[config.mk]
export PLATFORM = sky130hd
export DESIGN_NAME = cec_regfront
export DESIGN_NICKNAME = d
export VERILOG_FILES = /design/src/rtl/cec_rf_pkg.sv /design/src/rtl/cec_rf_txseq.sv /design/src/rtl/cec_rf_rxpath.sv /design/src/rtl/cec_regfront.sv
export SDC_FILE = /design/constraint.sdc
export NUM_CORES = 1
export LEC_CHECK = 0
export BUFFER_PORTS_ARGS = -buffer_cell sky130_fd_sc_hd__clkbuf_2
export CAP_MARGIN = 20
export CORE_AREA = 5 5 84 86
export CTS_BUF_LIST = sky130_fd_sc_hd__clkbuf_8 sky130_fd_sc_hd__clkbuf_16
export CTS_CLUSTER_DIAMETER = 50
export CTS_CLUSTER_SIZE = 12
export DETAILED_ROUTE_END_ITERATION = 10
export DIE_AREA = 0 0 89 91
export GPL_TIMING_DRIVEN = 1
export HOLD_SLACK_MARGIN = 0.06
export PLACE_DENSITY_LB_ADDON = 0.15
export REMOVE_ABC_BUFFERS = 1
export SYNTH_ARGS = -nofsm -noshare
export SYNTH_HDL_FRONTEND = slang
export SYNTH_SLANG_ARGS = --single-unit
[constraint.sdc]
create_clock -name clk -period 3.15 [get_ports clk]
set_clock_uncertainty 0.05 [all_clocks]
set_input_delay 0.315 -clock clk [delete_from_list [all_inputs] [get_ports clk]]
set_output_delay 0.315 -clock clk [all_outputs]
set_load 0.02 [all_outputs]
[src/rtl/cec_rf_pkg.sv]
package cec_rf_pkg;
    localparam int REG_W = 32;

    // word index of each register (byte offset / 4)
    localparam int RI_CTRL = 0;
    localparam int RI_CFG  = 1;
    localparam int RI_TXD  = 2;
    localparam int RI_RXD  = 3;
    localparam int RI_ISR  = 4;
    localparam int RI_IER  = 5;

    // control bits
    localparam int CB_EN  = 0;
    localparam int CB_SOM = 1;
    localparam int CB_EOM = 2;

    // configuration fields
    localparam int CF_LISTEN  = 31;
    localparam int CF_OWN_LSB = 16;

    // status bit positions
    localparam int SB_RXBR   = 0;
    localparam int SB_RXEND  = 1;
    localparam int SB_RXOVR  = 2;
    localparam int SB_RXACKE = 6;
    localparam int SB_ARBLST = 7;
    localparam int SB_TXBR   = 8;
    localparam int SB_TXEND  = 9;
    localparam int SB_TXUDR  = 10;
    localparam int SB_TXERR  = 11;
    localparam int SB_TXACKE = 12;
    localparam logic [REG_W-1:0] SB_MASK = 32'h0000_1FC7;

    typedef enum logic [1:0] {
        TXS_IDLE,
        TXS_HEAD,
        TXS_BODY,
        TXS_TAIL
    } tx_state_e;
endpackage

[src/rtl/cec_rf_txseq.sv]
module cec_rf_txseq
    import cec_rf_pkg::*;
#(
    parameter int BYTE_W = 8
) (
    input  logic              clk,
    input  logic              rst_n,
    input  logic              en,
    input  logic              som_set,
    input  logic              eom_set,
    input  logic              data_wr,
    input  logic [BYTE_W-1:0] data_in,
    input  logic              ln_next,
    input  logic              ln_done,
    input  logic              ln_err,
    input  logic              ln_arblost,
    input  logic              ln_ackerr,
    output logic              som,
    output logic              eom,
    output logic [BYTE_W-1:0] buf_byte,
    output logic              tx_valid,
    output logic              tx_first,
    output logic              tx_abort,
    output logic              ev_txbr,
    output logic              ev_txend,
    output logic              ev_udr,
    output logic              ev_err,
    output logic              ev_arb,
    output logic              ev_acke
);
    typedef struct packed {
        tx_state_e         state;
        logic              som;
        logic              eom;
        logic              pend;
        logic [BYTE_W-1:0] buf_b;
    } seq_t;

    seq_t q, d;
    logic busy, line_fault;

    assign busy       = (q.state != TXS_IDLE);
    assign tx_valid   = q.pend && ((q.state == TXS_HEAD) || (q.state == TXS_BODY));
    assign tx_first   = (q.state == TXS_HEAD);
    assign line_fault = busy && (ln_err || ln_arblost || ln_ackerr);
    assign som        = q.som;
    assign eom        = q.eom;
    assign buf_byte   = q.buf_b;

    always_comb begin
        d        = q;
        tx_abort = 1'b0;
        ev_txbr  = 1'b0;
        ev_txend = 1'b0;
        ev_udr   = 1'b0;
        ev_err   = 1'b0;
        ev_arb   = 1'b0;
        ev_acke  = 1'b0;

        if (data_wr) begin
            d.buf_b = data_in;
            d.pend  = en;
        end
        if (eom_set && en) d.eom = 1'b1;
        if (som_set && en && !busy) begin
            d.som   = 1'b1;
            d.state = TXS_HEAD;
        end

        if (!en) begin
            tx_abort = busy;
            d.state  = TXS_IDLE;
            d.som    = 1'b0;
            d.eom    = 1'b0;
            d.pend   = 1'b0;
        end else if (line_fault) begin
            ev_err  = ln_err;
            ev_arb  = ln_arblost;
            ev_acke = ln_ackerr;
            d.state = TXS_IDLE;
            d.som   = 1'b0;
            d.eom   = 1'b0;
            d.pend  = 1'b0;
        end else if (ln_next && busy && tx_valid) begin
            d.pend = data_wr;
            if (q.eom) begin
                d.state = TXS_TAIL;
            end else begin
                d.state = TXS_BODY;
                ev_txbr = 1'b1;
            end
        end else if (ln_next && (q.state == TXS_BODY)) begin
            ev_udr   = 1'b1;
            tx_abort = 1'b1;
            d.state  = TXS_IDLE;
            d.som    = 1'b0;
            d.eom    = 1'b0;
            d.pend   = 1'b0;
        end else if (ln_done && (q.state == TXS_TAIL)) begin
            ev_txend = 1'b1;
            d.state  = TXS_IDLE;
            d.som    = 1'b0;
            d.eom    = 1'b0;
        end
    end

    always_ff @(posedge clk or negedge rst_n) begin
        if (!rst_n) begin
            q <= '{state: TXS_IDLE, som: 1'b0, eom: 1'b0, pend: 1'b0, buf_b: '0};
        end else begin
            q <= d;
        end
    end

    // a line fault during a frame ends it
    a_r7_fault_ends_frame: assert property (@(posedge clk) disable iff (!rst_n)
        (en && line_fault) |=> (q.state == TXS_IDLE && !q.som));

    // start only falls on a completion, fault, demand or disable
    a_r6_som_held: assert property (@(posedge clk) disable iff (!rst_n)
        $fell(q.som) |-> $past(ln_done || ln_err || ln_arblost || ln_ackerr || ln_next || !en));

    // end never outlives start
    a_r6_eom_with_som: assert property (@(posedge clk) disable iff (!rst_n)
        $fell(q.som) |-> !q.eom);

    // a demand with nothing pending mid-frame drops to idle
    a_r8_udr_idles: assert property (@(posedge clk) disable iff (!rst_n)
        (en && !line_fault && ln_next && q.state == TXS_BODY && !q.pend) |=> (q.state == TXS_IDLE));
endmodule

[src/rtl/cec_rf_rxpath.sv]
module cec_rf_rxpath #(
    parameter int BYTE_W  = 8,
    parameter int N_LADDR = 15
) (
    input  logic               clk,
    input  logic               rst_n,
    input  logic               en,
    input  logic               listen,
    input  logic [N_LADDR-1:0] own_mask,
    input  logic               ready_busy,
    input  logic               ln_valid,
    input  logic [BYTE_W-1:0]  ln_byte,
    input  logic               ln_first,
    input  logic               ln_last,
    output logic [BYTE_W-1:0]  rx_data,
    output logic               ev_br,
    output logic               ev_end,
    output logic               ev_ovr
);
    localparam int DEST_W = $clog2(N_LADDR + 1);

    typedef struct packed {
        logic              match;
        logic [BYTE_W-1:0] data;
    } rx_t;

    rx_t q, d;
    logic [N_LADDR:0]   addr_ok;
    logic [DEST_W-1:0]  dest;
    logic               hit, accept;

    // top entry stands for the broadcast address
    assign addr_ok = {1'b1, own_mask};
    assign dest    = ln_byte[DEST_W-1:0];
    assign hit     = listen || addr_ok[dest];
    assign accept  = en && ln_valid && (ln_first ? hit : q.match);
    assign rx_data = q.data;

    always_comb begin
        d      = q;
        ev_br  = 1'b0;
        ev_end = 1'b0;
        ev_ovr = 1'b0;
        if (!en) begin
            d.match = 1'b0;
        end else if (ln_valid && ln_first) begin
            d.match = hit;
        end
        if (accept) begin
            if (ready_busy) begin
                ev_ovr = 1'b1;
            end else begin
                d.data = ln_byte;
                ev_br  = 1'b1;
                ev_end = ln_last;
            end
        end
    end

    always_ff @(posedge clk or negedge rst_n) begin
        if (!rst_n) begin
            q <= '{match: 1'b0, data: '0};
        end else begin
            q <= d;
        end
    end

    // a dropped byte leaves the data register alone
    a_r11_ovr_keeps_data: assert property (@(posedge clk) disable iff (!rst_n)
        ev_ovr |=> $stable(q.data));

    // a rejected header never produces a byte-ready event
    a_r10_reject_header: assert property (@(posedge clk) disable iff (!rst_n)
        (ln_valid && ln_first && !hit) |-> !ev_br);
endmodule

[src/rtl/cec_regfront.sv]
module cec_regfront
    import cec_rf_pkg::*;
#(
    parameter int ADDR_W  = 5,
    parameter int BYTE_W  = 8,
    parameter int N_LADDR = 15
) (
    input  logic              clk,
    input  logic              rst_n,
    input  logic              reg_wr,
    input  logic [ADDR_W-1:0] reg_addr,
    input  logic [31:0]       reg_wdata,
    output logic [31:0]       reg_rdata,
    output logic              irq,
    output logic              ln_tx_valid,
    output logic [BYTE_W-1:0] ln_tx_byte,
    output logic              ln_tx_first,
    output logic              ln_tx_last,
    output logic              ln_tx_abort,
    input  logic              ln_tx_next,
    input  logic              ln_tx_done,
    input  logic              ln_tx_err,
    input  logic              ln_tx_arblost,
    input  logic              ln_tx_ackerr,
    input  logic              ln_rx_valid,
    input  logic [BYTE_W-1:0] ln_rx_byte,
    input  logic              ln_rx_first,
    input  logic              ln_rx_last,
    input  logic              ln_rx_ackerr
);
    localparam int IDX_W = ADDR_W - 2;

    typedef struct packed {
        logic               en;
        logic               listen;
        logic [N_LADDR-1:0] own;
        logic [REG_W-1:0]   isr;
        logic [REG_W-1:0]   ier;
    } regs_t;

    regs_t q, d;
    logic [IDX_W-1:0]  idx;
    logic              wr_ctrl, wr_cfg, wr_txd, wr_isr, wr_ier, en_eff;
    logic              som, eom;
    logic [BYTE_W-1:0] tx_buf, rx_data;
    logic              ev_txbr, ev_txend, ev_udr, ev_err, ev_arb, ev_acke;
    logic              ev_br, ev_end, ev_ovr;
    logic [REG_W-1:0]  set_v;

    assign idx     = reg_addr[ADDR_W-1:2];
    assign wr_ctrl = reg_wr && (idx == IDX_W'(RI_CTRL));
    assign wr_cfg  = reg_wr && (idx == IDX_W'(RI_CFG));
    assign wr_txd  = reg_wr && (idx == IDX_W'(RI_TXD));
    assign wr_isr  = reg_wr && (idx == IDX_W'(RI_ISR));
    assign wr_ier  = reg_wr && (idx == IDX_W'(RI_IER));
    assign en_eff  = wr_ctrl ? reg_wdata[CB_EN] : q.en;

    cec_rf_txseq #(.BYTE_W(BYTE_W)) u_tx (
        .clk       (clk),
        .rst_n     (rst_n),
        .en        (en_eff),
        .som_set   (wr_ctrl && reg_wdata[CB_SOM]),
        .eom_set   (wr_ctrl && reg_wdata[CB_EOM]),
        .data_wr   (wr_txd),
        .data_in   (reg_wdata[BYTE_W-1:0]),
        .ln_next   (ln_tx_next),
        .ln_done   (ln_tx_done),
        .ln_err    (ln_tx_err),
        .ln_arblost(ln_tx_arblost),
        .ln_ackerr (ln_tx_ackerr),
        .som       (som),
        .eom       (eom),
        .buf_byte  (tx_buf),
        .tx_valid  (ln_tx_valid),
        .tx_first  (ln_tx_first),
        .tx_abort  (ln_tx_abort),
        .ev_txbr   (ev_txbr),
        .ev_txend  (ev_txend),
        .ev_udr    (ev_udr),
        .ev_err    (ev_err),
        .ev_arb    (ev_arb),
        .ev_acke   (ev_acke)
    );

    cec_rf_rxpath #(.BYTE_W(BYTE_W), .N_LADDR(N_LADDR)) u_rx (
        .clk       (clk),
        .rst_n     (rst_n),
        .en        (en_eff),
        .listen    (q.listen),
        .own_mask  (q.own),
        .ready_busy(q.isr[SB_RXBR]),
        .ln_valid  (ln_rx_valid),
        .ln_byte   (ln_rx_byte),
        .ln_first  (ln_rx_first),
        .ln_last   (ln_rx_last),
        .rx_data   (rx_data),
        .ev_br     (ev_br),
        .ev_end    (ev_end),
        .ev_ovr    (ev_ovr)
    );

    assign ln_tx_byte = tx_buf;
    assign ln_tx_last = eom;
    assign irq        = |(q.isr & q.ier);

    always_comb begin
        set_v            = '0;
        set_v[SB_RXBR]   = ev_br;
        set_v[SB_RXEND]  = ev_end;
        set_v[SB_RXOVR]  = ev_ovr;
        set_v[SB_RXACKE] = en_eff && ln_rx_ackerr;
        set_v[SB_ARBLST] = ev_arb;
        set_v[SB_TXBR]   = ev_txbr;
        set_v[SB_TXEND]  = ev_txend;
        set_v[SB_TXUDR]  = ev_udr;
        set_v[SB_TXERR]  = ev_err;
        set_v[SB_TXACKE] = ev_acke;
    end

    always_comb begin
        d = q;
        if (wr_ctrl) d.en = reg_wdata[CB_EN];
        if (wr_cfg) begin
            d.listen = reg_wdata[CF_LISTEN];
            d.own    = reg_wdata[CF_OWN_LSB +: N_LADDR];
        end
        if (wr_ier) d.ier = reg_wdata & SB_MASK;
        d.isr = ((q.isr & ~(wr_isr ? reg_wdata : '0)) | set_v) & SB_MASK;
    end

    always_comb begin
        reg_rdata = '0;
        case (idx)
            IDX_W'(RI_CTRL): begin
                reg_rdata[CB_EN]  = q.en;
                reg_rdata[CB_SOM] = som;
                reg_rdata[CB_EOM] = eom;
            end
            IDX_W'(RI_CFG): begin
                reg_rdata[CF_LISTEN]                 = q.listen;
                reg_rdata[CF_OWN_LSB +: N_LADDR]     = q.own;
            end
            IDX_W'(RI_TXD): reg_rdata[BYTE_W-1:0] = tx_buf;
            IDX_W'(RI_RXD): reg_rdata[BYTE_W-1:0] = rx_data;
            IDX_W'(RI_ISR): reg_rdata = q.isr;
            IDX_W'(RI_IER): reg_rdata = q.ier;
            default:        reg_rdata = '0;
        endcase
    end

    always_ff @(posedge clk or negedge rst_n) begin
        if (!rst_n) begin
            q <= '{en: 1'b0, listen: 1'b0, own: '0, isr: '0, ier: '0};
        end else begin
            q <= d;
        end
    end

    // with enable low and not being written high, start stays low
    a_r12_disabled_idle: assert property (@(posedge clk) disable iff (!rst_n)
        (!q.en && !(wr_ctrl && reg_wdata[CB_EN])) |=> !som);

    // an underrun event is recorded in the status register
    a_r8_udr_recorded: assert property (@(posedge clk) disable iff (!rst_n)
        ev_udr |=> q.isr[SB_TXUDR]);

    // a status bit without a new event clears when written with 1
    a_r3_w1c: assert property (@(posedge clk) disable iff (!rst_n)
        (wr_isr && reg_wdata[SB_TXEND] && !ev_txend) |=> !q.isr[SB_TXEND]);

    // the byte request bit appears after a consumed non-last byte
    a_r4_txbr_recorded: assert property (@(posedge clk) disable iff (!rst_n)
        ev_txbr |=> q.isr[SB_TXBR]);
endmodule

==> results.yml <==
run_status:
  outcome: "completed"
place:
  place_ws_ps: 634
  io_buffers: 93
  dpl.cell_count: 439
  place_congestion: 0.822
  dpl.hpwl_um: 5680
global_routing:
  grtUsageTotal_pct: 19.4
  grt_first_pass_wirelength_um: 12000
  gr-total-overflow: 0
  grt_pass1_vias: 2472
  antenna_found_initial: 0
  grt_max_degree: 31
floorplanning:
  die_y_um: 91
  ioPinCount: 102
  die_w_um: 89
  dieArea_sq_um: 8100
  core_sq_um: 6200
  rows: 29
  start_util_pct: 51.3
final_layout:
  fin_cells: 456
  final_nets: 435
  layout_commonest_cell: "clkbuf_2"
  syn2layout_area_growth_pct: 21.5
  final_cell_mix: "clkbuf_2 (93), dfrtp_1 (59), mux2_2 (45)"
  nFillCells: 554
  diodes: 0
  drive_above_1_share_pct: 44.1
synth:
  synth_top_area_share_pct: 46.4
  yosys_warnings: 0
  synthesis.area_sq_um: 3180
  synth_cells: 282
  yosysTopAreaCell: "dfrtp_1"
  netlist-cell-type-count: 44
  ys_dominant_reg_cell: "dfrtp_1"
  ys_seq_elements: 59
  async_reset_ff_share_pct: 100
  synth_edf_count: 0
  synth-seq-area-share_pct: 46.4
  synthTopCellsByArea: "dfrtp_1 (46%), mux2_2 (16%), mux2i_1 (4.1%)"
  synth_area_per_cell_sq_um: 11.3
clock_tree:
  cts_root_buf: "clkbuf_8"
  cts_tree: "built"
  numCtsBuffers: 9
  path_clk_slew_ps: 60
  htreeDepth: 3
  insertion_delay_ps: 340
  cts_buffer_depth: 2
  cts.sinks: 59
  post_cts_buffers: 0
setup_path:
  crit_top_cell: "clkbuf_2"
  critPathLaunchType: "input pin"
  cp_top_family: "multiplexers"
  critPathKind: "in2out"
  worst_ep_required_time_ps: 2780
  crit_slowest_cell: "mux2i_1"
  end_kind: "primary output"
  cp.buffers_inverters: 3
  path_cells: "clkbuf_2 -> nor4b_4 -> mux2i_1 -> inv_1 -> o21ai_0 -> clkbuf_2"
  crit_path_max_fanout: 10
  cpPeakStageDelay_ps: 760
  crit_arrival_ps: 2270
timing:
  layout_min_cycle_time_ps: 2640
  tightestPinTransition_ps: 847
  whs_ps: 155
  timing.fmax_ghz: 0.379
  hold_viol_final: 0
  rsz0062_at_grt: "false"
  max_slew_margin_pct: 41.9
  setup_viol: 0
  fin_setup_tns_ps: 0
  maxSlewViolCount: 0
  finalWorstSetupSlack_ps: 511
  finalCritPeriodShare_pct: 83.8
drt:
  ant_nets: 0
  drc: 0
  drt_wl_total_um: 7530
  wl_per_cell_um: 16.5
  dr.pass1.iters: 5
  first_iter_violations: 134
  viasPerCell: 5.44
  vias: 2479
power:
  peakVddDrop_mv: 0.326
  p_per_area_nw_per_um2: 594
  power.leakage_nw: 1.89
worst_hold_path:
  hold_path_class: "in2reg"
job:
  cap_violations: 0
registers in the layout (all words and copies together), names as in the netlist:
register       count
q                 37
u_rx.q             1
u_rx.rx_data       8
u_tx.buf_byte      8
u_tx.eom           1
u_tx.q             3
u_tx.som           1
synth_stat cells, types with 3 or more instances:
cell type	n
a22oi_1	8
ha_1	4
buf_4	11
nand2_1	20
clkbuf_1	6
a221oi_1	4
a22o_1	6
inv_1	6
o21ai_0	5
dfrtp_1	59
nor3_1	3
nor2b_1	4
nor3b_1	3
mux2_2	45
nor2_1	19
and2_1	20
a211oi_1	4
a21oi_1	10
mux2i_1	13
routing by layer:
metal	GRT usage, %	part of all wire (%)
met5	0	0
met4	7.94	1.7
met3	4.52	8.5
met2	30.3	47
met1	25.7	43
final cells by class:
cell class              instances  area [sq um]  area share, %
well taps                      77          96.3           2.49
repair buffers                101           528           13.6
flip-flops and latches         59          1480           38.2
clock inverters                 6          56.3           1.46
multi-input cells             197          1550           40.1
inverters                       6          22.5          0.582
clock buffers                  10           138           3.56
logic make-up after synthesis:
kind of cell               count (synthesis)  share of synthesized area, %
adders and majority gates                  4                          1.57
DFF                                       59                          46.4
other                                      1                         0.118
muxes                                     60                          21.4
and+or+nand+nor                           83                          14.4
AOI/OAI and AO/OA                         47                          11.0
buffers and inverters                     28                          5.15
power breakdown:
part | leakage, nW | switching [mW] | internal [mW]
logic | 1.06 | 0.277 | 0.281
clock network | 0.103 | 0.299 | 0.379
registers | 0.729 | 0.130 | 0.933
worst paths after layout:
path	end	start	cells after the start	slack (ps)
max in group asynchronous	q[9]	rst_n	3	1770
max reg2reg	u_rx.rx_data[0]	q[67]	5	1150
min in group asynchronous	q[43]	rst_n	2	520
max	ln_tx_abort	reg_addr[3]	6	510
min reg2reg	u_rx.rx_data[4]	u_rx.rx_data[4]	1	460
min	q[38]	ln_rx_ackerr	2	160
metrics by stage:
| stage | cell area, sq um | utilization (%) | power [mW] |
|---|---|---|---|
| floorplan | 3050 | - | 1.42 |
| global route | 3870 | 62.4 | 2.42 |
| global placement | 3660 | 59.1 | 1.62 |
| detailed placement | 3660 | 59.1 | 1.64 |
| CTS | 3870 | 62.4 | 2.32 |
| finish | 3870 | 62.4 | 2.30 |
worst reg2reg max path, delay by kind of cell, from the launching register on:
kind | cells | cell delay, ps
multiplexers | 3 | 1070
flip-flops | 1 | 390
AO/OA/AOI/OAI | 2 | 390
repair_timing:
item,4_1_cts,5_1_grt
resized for setup,0,0
endpoints found under the hold margin,28,0
hold buffers,1,0
Power figures use the tool's default switching activity.
